**config.mk**
```make
export PLATFORM = sky130hd
export DESIGN_NAME = pll_rate_calc
export DESIGN_NICKNAME = d
export VERILOG_FILES = /design/src/rtl/pll_rate_pkg.sv /design/src/rtl/pll_ctrl_decode.sv /design/src/rtl/pll_seq_div.sv /design/src/rtl/pll_rate_calc.sv
export SDC_FILE = /design/constraint.sdc
export NUM_CORES = 1
export LEC_CHECK = 0
export BUFFER_PORTS_ARGS = -buffer_cell sky130_fd_sc_hd__clkbuf_2
export CAP_MARGIN = 25
export CORE_MARGIN = 2
export CORE_UTILIZATION = 65
export CTS_BUF_LIST = sky130_fd_sc_hd__clkbuf_16
export DETAILED_ROUTE_END_ITERATION = 10
export PLACE_DENSITY_LB_ADDON = 0.08
export SETUP_SLACK_MARGIN = 0.15
export SLEW_MARGIN = 20
export SYNTH_ARGS = -nofsm -noshare
export SYNTH_HDL_FRONTEND = slang
export SYNTH_SLANG_ARGS = --single-unit
```
**constraint.sdc**
```tcl
create_clock -name clk -period 6.02 [get_ports clk]
set_clock_uncertainty 0.1 [all_clocks]
set_input_delay 0.602 -clock clk [delete_from_list [all_inputs] [get_ports clk]]
set_output_delay 0.602 -clock clk [all_outputs]
set_load 0.03 [all_outputs]
```
**src/rtl/pll_rate_pkg.sv**
```systemverilog
package pll_rate_pkg;

   // Control word field layout (bit positions are part of the behaviour)
   localparam int PD_BIT  = 0;
   localparam int BYP_BIT = 1;
   localparam int OD_LSB  = 2;
   localparam int OD_W    = 2;
   localparam int ID_LSB  = 4;
   localparam int ID_W    = 5;
   localparam int FB_LSB  = 9;
   localparam int FB_W    = 7;
   localparam int FIELD_TOP = FB_LSB + FB_W - 1;

   // Effective value widths
   localparam int IDIV_W  = ID_W + 1;        // code + 1, up to 2^ID_W
   localparam int FBMUL_W = FB_W + 2;        // 2 * (code + 1), up to 2^(FB_W+1)

   typedef struct packed {
      logic            pd;
      logic            byp;
      logic [OD_W-1:0] od;
      logic [ID_W-1:0] id;
      logic [FB_W-1:0] fb;
   } pll_fields_t;

   typedef enum logic [1:0] {
      ST_IDLE = 2'd0,
      ST_RUN  = 2'd1,
      ST_FIN  = 2'd2
   } calc_state_t;

endpackage

```
**src/rtl/pll_ctrl_decode.sv**
```systemverilog
module pll_ctrl_decode
   import pll_rate_pkg::*;
#(
   parameter int CTRL_W = 32
) (
   input  logic [CTRL_W-1:0]  ctrl,
   output pll_fields_t        fields,
   output logic [IDIV_W-1:0]  idiv,
   output logic [FBMUL_W-1:0] fbmul
);

   initial begin
      assert (CTRL_W > FIELD_TOP)
         else $error("CTRL_W too narrow for the divider fields");
   end

   always_comb begin
      fields.pd  = ctrl[PD_BIT];
      fields.byp = ctrl[BYP_BIT];
      fields.od  = ctrl[OD_LSB +: OD_W];
      fields.id  = ctrl[ID_LSB +: ID_W];
      fields.fb  = ctrl[FB_LSB +: FB_W];
   end

   assign idiv  = IDIV_W'(fields.id) + IDIV_W'(1);
   assign fbmul = {FBMUL_W'(fields.fb) + FBMUL_W'(1)} << 1;

   // Bits above the divider fields take no part in the calculation
   generate
      if (CTRL_W > FIELD_TOP + 1) begin : g_hi
         logic unused_hi_bits;
         assign unused_hi_bits = ^ctrl[CTRL_W-1:FIELD_TOP+1];
      end
   endgenerate

endmodule

```
**src/rtl/pll_seq_div.sv**
```systemverilog
module pll_seq_div #(
   parameter int N_W  = 64,
   parameter int D_W  = 6,
   parameter int STEP = 1
) (
   input  logic           clk,
   input  logic           rst_n,
   input  logic           ld,
   input  logic [N_W-1:0] dividend,
   input  logic [D_W-1:0] divisor,
   output logic           active,
   output logic           fin,
   output logic [N_W-1:0] quotient
);

   localparam int ITERS = N_W / STEP;
   localparam int CNT_W = $clog2(ITERS + 1);
   localparam int CHK_W = N_W + D_W + 1;

   initial begin
      assert (STEP >= 1 && (N_W % STEP) == 0)
         else $error("STEP must divide N_W");
      assert (D_W >= 1 && N_W >= 2)
         else $error("divider widths out of range");
   end

   logic [N_W-1:0]   q_r;
   logic [D_W:0]     r_r;
   logic [D_W-1:0]   d_r;
   logic [N_W-1:0]   n_r;
   logic [CNT_W-1:0] cnt_r;
   logic [N_W-1:0]   q_nx;
   logic [D_W:0]     r_nx;

   // STEP restoring iterations per clock
   always_comb begin
      logic [N_W-1:0] tq;
      logic [D_W:0]   tr;
      tq = q_r;
      tr = r_r;
      for (int i = 0; i < STEP; i++) begin
         tr = {tr[D_W-1:0], tq[N_W-1]};
         tq = {tq[N_W-2:0], 1'b0};
         if (tr >= {1'b0, d_r}) begin
            tr    = tr - {1'b0, d_r};
            tq[0] = 1'b1;
         end
      end
      q_nx = tq;
      r_nx = tr;
   end

   always_ff @(posedge clk or negedge rst_n) begin
      if (!rst_n) begin
         q_r    <= '0;
         r_r    <= '0;
         d_r    <= '0;
         n_r    <= '0;
         cnt_r  <= '0;
         active <= 1'b0;
         fin    <= 1'b0;
      end else begin
         fin <= 1'b0;
         if (ld) begin
            q_r    <= dividend;
            r_r    <= '0;
            d_r    <= divisor;
            n_r    <= dividend;
            cnt_r  <= CNT_W'(ITERS);
            active <= 1'b1;
         end else if (active) begin
            q_r   <= q_nx;
            r_r   <= r_nx;
            cnt_r <= cnt_r - CNT_W'(1);
            if (cnt_r == CNT_W'(1)) begin
               active <= 1'b0;
               fin    <= 1'b1;
            end
         end
      end
   end

   assign quotient = q_r;

   logic [CHK_W-1:0] recon;
   assign recon = (CHK_W'(q_r) * CHK_W'(d_r)) + CHK_W'(r_r);


   div_identity_chk: assert property (@(posedge clk) disable iff (!rst_n)
      fin |-> (recon == CHK_W'(n_r)) && (r_r < {1'b0, d_r}));


   nonzero_den_chk: assert property (@(posedge clk) disable iff (!rst_n)
      ld |-> (divisor != '0));


   fin_pulse_chk: assert property (@(posedge clk) disable iff (!rst_n)
      fin |=> !fin);

endmodule

```
**src/rtl/pll_rate_calc.sv**
```systemverilog
module pll_rate_calc
   import pll_rate_pkg::*;
#(
   parameter int CTRL_W     = 32,
   parameter int REF_W      = 32,
   parameter int PROD_W     = 64,
   parameter int DIV_STEP   = 1,
   parameter bit SHIFT_ODIV = 1'b1
) (
   input  logic              clk,
   input  logic              rst_n,
   input  logic              start,
   input  logic [CTRL_W-1:0] ctrl_word,
   input  logic [REF_W-1:0]  ref_hz,
   output logic              busy,
   output logic              done,
   output logic [PROD_W-1:0] rate_hz
);

   localparam int OD_MAX = (1 << OD_W) - 1;
   localparam int DEN_W  = SHIFT_ODIV ? IDIV_W : IDIV_W + OD_MAX;

   initial begin
      assert (PROD_W >= REF_W + FBMUL_W)
         else $error("PROD_W cannot hold reference times feedback");
      assert (PROD_W >= REF_W)
         else $error("PROD_W narrower than reference");
   end

   pll_fields_t        dec_f;
   logic [IDIV_W-1:0]  dec_idiv;
   logic [FBMUL_W-1:0] dec_fbmul;

   pll_ctrl_decode #(.CTRL_W(CTRL_W)) u_dec (
      .ctrl   (ctrl_word),
      .fields (dec_f),
      .idiv   (dec_idiv),
      .fbmul  (dec_fbmul)
   );

   calc_state_t       st;
   logic              accept;
   logic              div_ld;
   logic              div_active;
   logic              div_fin;
   logic [PROD_W-1:0] div_quo;
   logic [PROD_W-1:0] prod;
   logic [DEN_W-1:0]  den;
   logic [PROD_W-1:0] quo_adj;
   logic              byp_q;
   logic              pd_q;
   logic [OD_W-1:0]   osh_q;
   logic [REF_W-1:0]  ref_q;
   logic [PROD_W-1:0] rate_q;

   assign accept = start && (st == ST_IDLE);
   assign div_ld = accept && !dec_f.byp && !dec_f.pd;
   assign prod   = PROD_W'(ref_hz) * PROD_W'(dec_fbmul);

   generate
      if (SHIFT_ODIV) begin : g_shift
         // divide by the input divider, then shift by the output code
         assign den     = dec_idiv;
         assign quo_adj = div_quo >> osh_q;
      end else begin : g_full
         // divide by the whole input x output product
         assign den     = DEN_W'(dec_idiv) << dec_f.od;
         assign quo_adj = div_quo;
      end
   endgenerate

   pll_seq_div #(
      .N_W  (PROD_W),
      .D_W  (DEN_W),
      .STEP (DIV_STEP)
   ) u_div (
      .clk      (clk),
      .rst_n    (rst_n),
      .ld       (div_ld),
      .dividend (prod),
      .divisor  (den),
      .active   (div_active),
      .fin      (div_fin),
      .quotient (div_quo)
   );

   always_ff @(posedge clk or negedge rst_n) begin
      if (!rst_n) begin
         st     <= ST_IDLE;
         byp_q  <= 1'b0;
         pd_q   <= 1'b0;
         osh_q  <= '0;
         ref_q  <= '0;
         rate_q <= '0;
      end else begin
         unique case (st)
            ST_IDLE: begin
               if (accept) begin
                  byp_q <= dec_f.byp;
                  pd_q  <= dec_f.pd;
                  osh_q <= dec_f.od;
                  ref_q <= ref_hz;
                  if (dec_f.byp) begin
                     rate_q <= PROD_W'(ref_hz);
                     st     <= ST_FIN;
                  end else if (dec_f.pd) begin
                     rate_q <= '0;
                     st     <= ST_FIN;
                  end else begin
                     st <= ST_RUN;
                  end
               end
            end
            ST_RUN: begin
               if (div_fin) begin
                  rate_q <= quo_adj;
                  st     <= ST_FIN;
               end
            end
            ST_FIN: st <= ST_IDLE;
            default: st <= ST_IDLE;
         endcase
      end
   end

   assign busy    = (st != ST_IDLE);
   assign done    = (st == ST_FIN);
   assign rate_hz = rate_q;


   done_pulse_chk: assert property (@(posedge clk) disable iff (!rst_n)
      done |=> !done);


   rate_hold_chk: assert property (@(posedge clk) disable iff (!rst_n)
      (rate_hz != $past(rate_hz)) |-> done);


   ignored_start_chk: assert property (@(posedge clk) disable iff (!rst_n)
      (start && busy) |=> $stable(ref_q) && $stable(byp_q) && $stable(pd_q));


   byp_result_chk: assert property (@(posedge clk) disable iff (!rst_n)
      (done && byp_q) |-> (rate_hz == PROD_W'(ref_q)));


   pd_zero_chk: assert property (@(posedge clk) disable iff (!rst_n)
      (done && pd_q && !byp_q) |-> (rate_hz == '0));


   run_busy_chk: assert property (@(posedge clk) disable iff (!rst_n)
      div_active |-> (busy && !done));

endmodule

```
==> metrics.txt, run 1 <==
DR vias/cell around 6; CTS Sinks around 150; Core Rows 57; critical path's slowest cell fa_1; Layout area overhead 10.17%; drt initial violations between 1k and 1.5k; Tcrit/Tclk final between 90% and 100%; Setup TNS 0 ns; CP Data Arrival Time 5.75 ns; # nets final roughly 2.2k; Reg power frac 20.8%; mux cell area share after synthesis between 7 and 8%; dominant cell type by area after synthesis dfrtp_1; post-DP HPWL between 20000 and 30000 µm; H-tree levels 4; outcome finished clean; Worst R2R Setup Slack between 3 and 4 ns; PostCTS Resize Cnt 0; Clock Path Buffers 2; Synth Flop Type dfrtp_1; final cell utilization of the core between 70 and 80%; R2R depth 10; placed cells roughly 2.2k; compound-gate portion of the synthesized area between 10% and 20%; post-synthesis sequential area ratio around a quarter; Power Density 506.3 nW/µm²; drt total wl around 38000 µm; RSZ-0062 raised after global routing true; Switching Power 4.386 mW; placer congestion estimate between 0.9 and 1; Overflow after GRT 0; setup repair bufs after CTS 0; Achievable Freq 0.1798 GHz; Post-Syn Area between 15000 and 20000 µm²; area of the core roughly 24000 µm²; main combinational cell family by area after synthesis adder cells; clk root buf clkbuf_16; Die Wd roughly 160 µm; Leakage between 8 and 9 nW; Avg Cell Area, Syn 9.090 µm²; # port buffers around 120; vias in the first global route roughly 13k; most frequent cells in the layout 222 x nand2_1, 181 x fa_1, 158 x inv_1, 151 x dfrtp_1, 122 x and2_1; TritonCTS buffer count 17; Synth Area in XOR/XNOR ~2.6%; Top Family by Delay on Critical Path adder cells; multi-input combinational cell area about 11000 µm²; diode count 0; share of the synthesized area in the top cell type 23.84%; adder-cell share of the synthesized area 28.01%; clock share of power 11.2%; Syn Inst Count around 1.8k; Ports around 130; Seq cells post-synth 153; crit-path max FO 8; Worst slew margin between 30% and 40%; Switching Fraction around 49%; combinational share of power between 60% and 70%; max cap viols 0; CTS tree built; DRC viols 0; Routed WL per cell around 18 µm; type of the worst min-delay path input pin to async pin; total die area 25990 µm²; Fill cells between 1.5k and 2k; commonest non-fill, non-tap cell in the layout nand2_1; die height ~160 µm; CP required 6.21 ns; Setup violations, final 0; # hold bufs at CTS 0; first-pass GRT wire length 65030 µm; post-synthesis simple-gate area fraction roughly a fifth; antenna violations before repair 0; post-route insts no fill 2187; Pwr Total ~9.0 mW; Cell Chain, Critical Path clkbuf_2, nand3_1, nor2_1, and3_1, buf_4, and2_1, fa_1, fa_1, fa_1, fa_1, ha_1, a21oi_1, o21ai_0, a211oi_1, nor2_1, a221oi_1, buf_4, nand4b_1, o41ai_1, nor3_1; Via Count around 13k; GR Util All Layers a little under a third; starting density of the core 66.05%; CTS clock-pin slew for the worst setup and hold paths 0.07 ns; crit path launch type input pin; Antenna Nets Post-Route 0; largest net degree at the start of global routing approximately 120; share of cells above drive strength 1 about an eighth; top cells by area, synth dfrtp_1 24%, fa_1 23%, mux2i_1 7.0%; Crit Path Category input pin to flop; Cell variety after synth 56; net count after synthesis 2085; Critical Path Max Stage Delay 0.51 ns; Worst-Skew Late Latency about 0.42 ns; sequential cell area ~3800 µm²; post-layout min period ~5.6 ns; Final Hold Violating Endpoints 0; reg2reg end u_div.r_r[0]; P_int 4.574 mW; Final Max Tran Viols 0; reg2reg start u_div.d_r[1]; Tightest Pin Transition just under 1 ns; DRT Pass-1 Iters 5; CP dominant cell by count fa_1; Critical path buffers and inverters 3; crit path capture type flop; Post-synth EDFFs 0; ys async rst share 100.0%; Worst VDD drop between 0.3 and 0.4 mV; Yosys warning count 0
==> worst max-delay path by stage <==
stage,startpoint,endpoint,slack (ns),cells after the start
6_report,ctrl_word[9],u_div.quotient[39],0.46,20
5_1_grt,ctrl_word[9],u_div.quotient[38],0.15,20
4_1_cts,ctrl_word[9],u_div.quotient[37],0.52,24
3_5_place_dp,ctrl_word[9],u_div.quotient[37],0.09,24
3_3_place_gp,ctrl_word[9],u_div.quotient[40],0.12,23
2_1_floorplan,ctrl_word[9],u_div.quotient[28],0.36,21
==> sequential cells by signal, indices dropped and copies added, names as in the netlist <==
signal / count
osh_q: 2
rate_hz: 64
u_div.quotient: 64
u_div.cnt_r: 7
u_div.d_r: 6
u_div.r_r: 6
u_div.fin: 1
st: 2
u_div.active: 1
==> per-layer routing <==
| layer | share of wire (%) | global-route usage (%) | vias up |
|---|---|---|---|
| met5 | 0 | 0 | - |
| met4 | 1.6 | 7.752 | 0 |
| met3 | 6.5 | 3.544 | 50 |
| met2 | 46 | 49.53 | 461 |
| met1 | 46 | 45.45 | 6355 |
| li1 | - | - | 6024 |
==> worst register-to-register path: stages, from the launching register on <==
cell	delay (ns)
dfrtp_1	0.39
inv_1	0.08
ha_1	0.31
nor2b_1	0.13
o21ai_0	0.21
a21boi_0	0.15
o21ai_0	0.22
nand2b_1	0.11
a21oi_1	0.56
mux2_2	0.40
o21ai_0	0.15
==> kinds of logic after synthesis <==
group,count (synthesis)
adders and majority gates,251
muxes,120
AOI/OAI and AO/OA,315
buffers and inverters,266
xor gates and xnor gates,48
DFF,153
and+or+nand+nor,614
==> Yosys cell counts (13+ instances only) <==
master    count
and2_1      122
inv_1       158
mux2i_1     112
a21oi_1      84
nand2b_1     43
and3_1       16
a32o_1       28
o221ai_1     15
nand2_1     222
o21ai_0      95
buf_1        13
dfrtp_1     153
xnor2_1      27
nor2b_1      82
ha_1         70
fa_1        181
nor2_1       82
xor2_1       21
clkbuf_1     87
a211oi_1     19
==> power groups by stage <==
stage               clock network, mW  logic [mW]  registers (mW)
floorplan                           0        4.36            1.86
global placement                    0        5.78            1.91
detailed placement                  0        5.92            1.93
CTS                              1.01        5.96            1.92
global route                     1.06        6.80            1.92
finish                           1.01        6.09            1.86
==> through the flow <==
| stage | setup WS [ns] | hold slack, ns | cell area [µm²] |
|---|---|---|---|
| floorplan | 0.3592 | 0.2064 | 16060 |
| global placement | 0.1216 | 0.3625 | 17110 |
| detailed placement | 0.08898 | 0.3692 | 17110 |
| CTS | 0.5195 | 0.2164 | 17670 |
| global route | 0.1474 | 0.2306 | 17700 |
| finish | 0.4596 | 0.1757 | 17700 |
==> area by class of cell <==
class                      instances  area share [%]
timing repair buffer             172           5.946
clock buffer                      17           2.404
clock inverter                    15          0.7353
multi-input combinational       1348           63.60
tap                              324           2.291
sequential                       153           21.68
inverter                         158           3.351
Note: power is estimated with default switching activity, not from simulation.
==> run 2, diff against run 1 <==
ABC_AREA = 1   (was not set)
==> run 2 against run 1 <==
  * Via count increased by 10%
  * Sequential power is 45% lower
  * Maximum frequency up 2.6%
  * First-iteration DRC count up 33%
  * Synthesized area decreased by 0.30%
  * Critical path type unchanged
  * Largest power group unchanged
==> metrics.txt, run 2 <==
DRC viols 0 (unchanged); CP required 6.23 ns (+0.02 ns); post-DP HPWL 32350 µm (+15%); Post-DP Area 16810 µm² (-1.8%); net count after synthesis 2471 (+19%); Pwr Total 5.579 mW (-38%); Worst R2R Setup Slack 3.01 ns (-0.11 ns); Layout area overhead 9.063%; most frequent cells in the layout 556 x nand2_1, 391 x inv_1, 268 x nor2_1, 181 x fa_1, 152 x dfrtp_1; P_int 2.917 mW (-36%); Switching Power 2.662 mW (-39%); RSZ-0062 raised after global routing false; DP Worst Slack 0.2742 ns (+0.1852 ns); fin worst setup slack 0.6009 ns (+0.1413 ns); Routed WL per cell 16.28 µm (-7.0%); drt initial violations 1423 (+33%); clock share of power 19.5% (+8.3 points); DR vias/cell 5.548 (-5.9%); Final Hold Violating Endpoints 0 (unchanged); largest net degree at the start of global routing 111 (-8.3%); Die Wd 161.0 µm (-0.14%); starting density of the core 66.05% (about the same); CTS Sinks 153 (unchanged); Overflow after GRT 0 (unchanged); CTS clock-pin slew for the worst setup and hold paths 0.06 ns (about the same); Power Density 319.4 nW/µm² (-37%); Seq cells post-synth 153 (unchanged); fin area 17470 µm² (-1.3%); Achievable Freq 0.1845 GHz (+2.6%); Setup violations, final 0 (unchanged); vias in the first global route 14.14k (+8.7%); Reg power frac 18.4% (-2.4 points); share of the synthesized area in the top cell type 23.91% (+0.071 points); CTS tree built; ys async rst share 100.0% (unchanged); Avg Cell Area, Syn 7.439 µm² (-18%); crit-path max FO 24 (+16); placer congestion estimate 0.9569 (+0.83%); top cells by area, synth dfrtp_1 24%, fa_1 23%, nand2_1 13%; share of cells above drive strength 1 8.255% (-3.9 points); Clock Path Buffers 2 (unchanged); GR Util All Layers 33.19% (+2.3 points); total die area 25910 µm² (-0.29%); TritonCTS buffer count 17 (unchanged); dominant cell type by area after synthesis dfrtp_1; setup repair bufs after CTS 0 (unchanged); crit path launch type input pin; first-pass GRT wire length 68680 µm (+5.6%); Setup TNS 0 ns (unchanged); # port buffers 116 (unchanged); antenna violations before repair 0 (unchanged); most frequent cell after synthesis nand2_1; area of the core 24250 µm² (-0.29%); Yosys warning count 0 (unchanged); top cells by count, synth 556 x nand2_1, 389 x inv_1, 269 x nor2_1, 181 x fa_1, 153 x dfrtp_1; Worst slew margin 33.00% (-0.90 points); Fill cells 2014 (+7.6%); Synth Flop Type dfrtp_1; Core Rows 57 (unchanged); Switching Fraction 47.72% (-1.2 points); Post-synth EDFFs 0 (unchanged); drt total wl 41750 µm (+9.0%); crit path capture type flop; clk root buf clkbuf_16; Via Count 14.23k (+10%); Worst VDD drop 0.1942 mV (-42%); Ports 133 (unchanged); type of the worst min-delay path input pin to flop; Final Max Tran Viols 0 (unchanged); Worst-Skew Late Latency 0.42 ns (about the same); outcome finished clean; DRT Pass-1 Iters 6 (+1); WHS 0.3170 ns (+0.1413 ns); post-layout min period 5.419 ns (-0.1413 ns); Cell variety after synth 41 (-27%); Antenna Nets Post-Route 0 (unchanged); Syn Inst Count 2153 (+22%); CP Data Arrival Time 5.63 ns (-0.12 ns); Leakage 9.513 nW (+7.0%); H-tree levels 4 (unchanged); Crit Path Category input pin to flop; post-synthesis sequential area ratio 23.91% (+0.071 points); die height 161.0 µm (-0.14%); combinational share of power 62.0% (-6.0 points); diode count 0 (unchanged); commonest non-fill, non-tap cell in the layout nand2_1; Tcrit/Tclk final 90.02% (-2.3 points); PostCTS Resize Cnt 0 (unchanged); # nets final 2546 (+17%); Post-Syn Area 16020 µm² (-0.30%); max cap viols 0 (unchanged); Tightest Pin Transition 1.004 ns (+0.01242 ns)
## run 2: cell types whose count changed in the layout (fill, tap and decap cells not counted), moves of 51 or more
cell | previous run | this run
o22ai_1 | 2 | 53
nor2_1 | 82 | 268
nand2_1 | 222 | 556
nand3_1 | 8 | 67
mux2i_1 | 112 | 0
inv_1 | 158 | 391
nor2b_1 | 82 | 0
and2_1 | 122 | 2
## run 2: cell families (layout without fill, tap and decap cells)
| logic type | after synthesis | in the layout | synth area share [%] |
|---|---|---|---|
| xor+xnor | 15 | 15 | 0.8203 |
| buf+inv | 482 | 570 | 11.84 |
| fa+ha+maj | 251 | 251 | 28.09 |
| flops | 153 | 153 | 23.91 |
| compound gates | 327 | 327 | 12.66 |
| simple gates | 925 | 925 | 22.68 |
## run 2: path summary, 6_finish.rpt
kind	endpoint	start	cells after the start
setup / recovery	u_div.quotient[39]	ctrl_word[9]	22
hold / removal	u_div.d_r[0]	ctrl_word[4]	2
setup reg to reg	rate_hz[20]	osh_q[1]	9
hold reg to reg	u_div.d_r[4]	u_div.d_r[4]	2
max in group asynchronous	u_div.quotient[28]	rst_n	3
min in group asynchronous	u_div.d_r[4]	rst_n	2
## run 2: through the flow
stage / utilization, % / instances
after floorplan: - / 2153
after global placement: 69.15 / 2528
after detailed placement: 69.33 / 2530
after CTS: 71.82 / 2562
after global routing: 72.03 / 2565
final: 72.03 / 2565
## run 2: per-layer routing
metal | track usage (%) | vias to the layer above | share of wire [%]
li1 | - | 6881 | -
met2 | 54.97 | 511 | 46
met4 | 9.700 | 0 | 2.5
met5 | 0 | - | 0
met1 | 46.35 | 6781 | 44
met3 | 4.417 | 58 | 7.4
## run 2: cell type report
type,instances,area (µm²),area share (%)
Tap cell,324,405.4,2.321
Clock buffer,17,425.4,2.436
Multi-Input combinational cell,1518,10300,58.96
Inverter,398,1496,8.567
Timing Repair Buffer,140,834.6,4.778
Clock inverter,15,176.4,1.010
Sequential cell,153,3830,21.93
## run 2: power groups by stage
stage / combinational (mW) / sequential, mW / clock [mW]
after floorplan: 2.58 / 1.05 / 0
after detailed placement: 3.40 / 1.05 / 0
final: 3.46 / 1.03 / 1.09
after CTS: 3.43 / 1.03 / 1.09
after global placement: 3.34 / 1.05 / 0
after global routing: 3.96 / 1.03 / 1.13
## run 2: worst max-delay path: stages
cell and delay, ns:
clkbuf_2 0.22, ha_1 0.24, nand4_1 0.14, nand2_1 0.31
buf_4 0.39, nor2_1 0.09, fa_1 0.48, fa_1 0.57
fa_1 0.43, fa_1 0.48, ha_1 0.41, nand2_1 0.15
inv_1 0.10, nand2_1 0.09, nor2_1 0.15, nand4_1 0.11
nand3_1 0.24, nand2_1 0.14, nand2_1 0.08, nand2_1 0.05
nand3_1 0.10, nand2_1 0.06
## run 2: repair_timing
item                                   4_1_cts  5_1_grt
endpoints found under the hold margin        0       26
setup endpoints to repair                    0        0
hold buffers                                 0        1
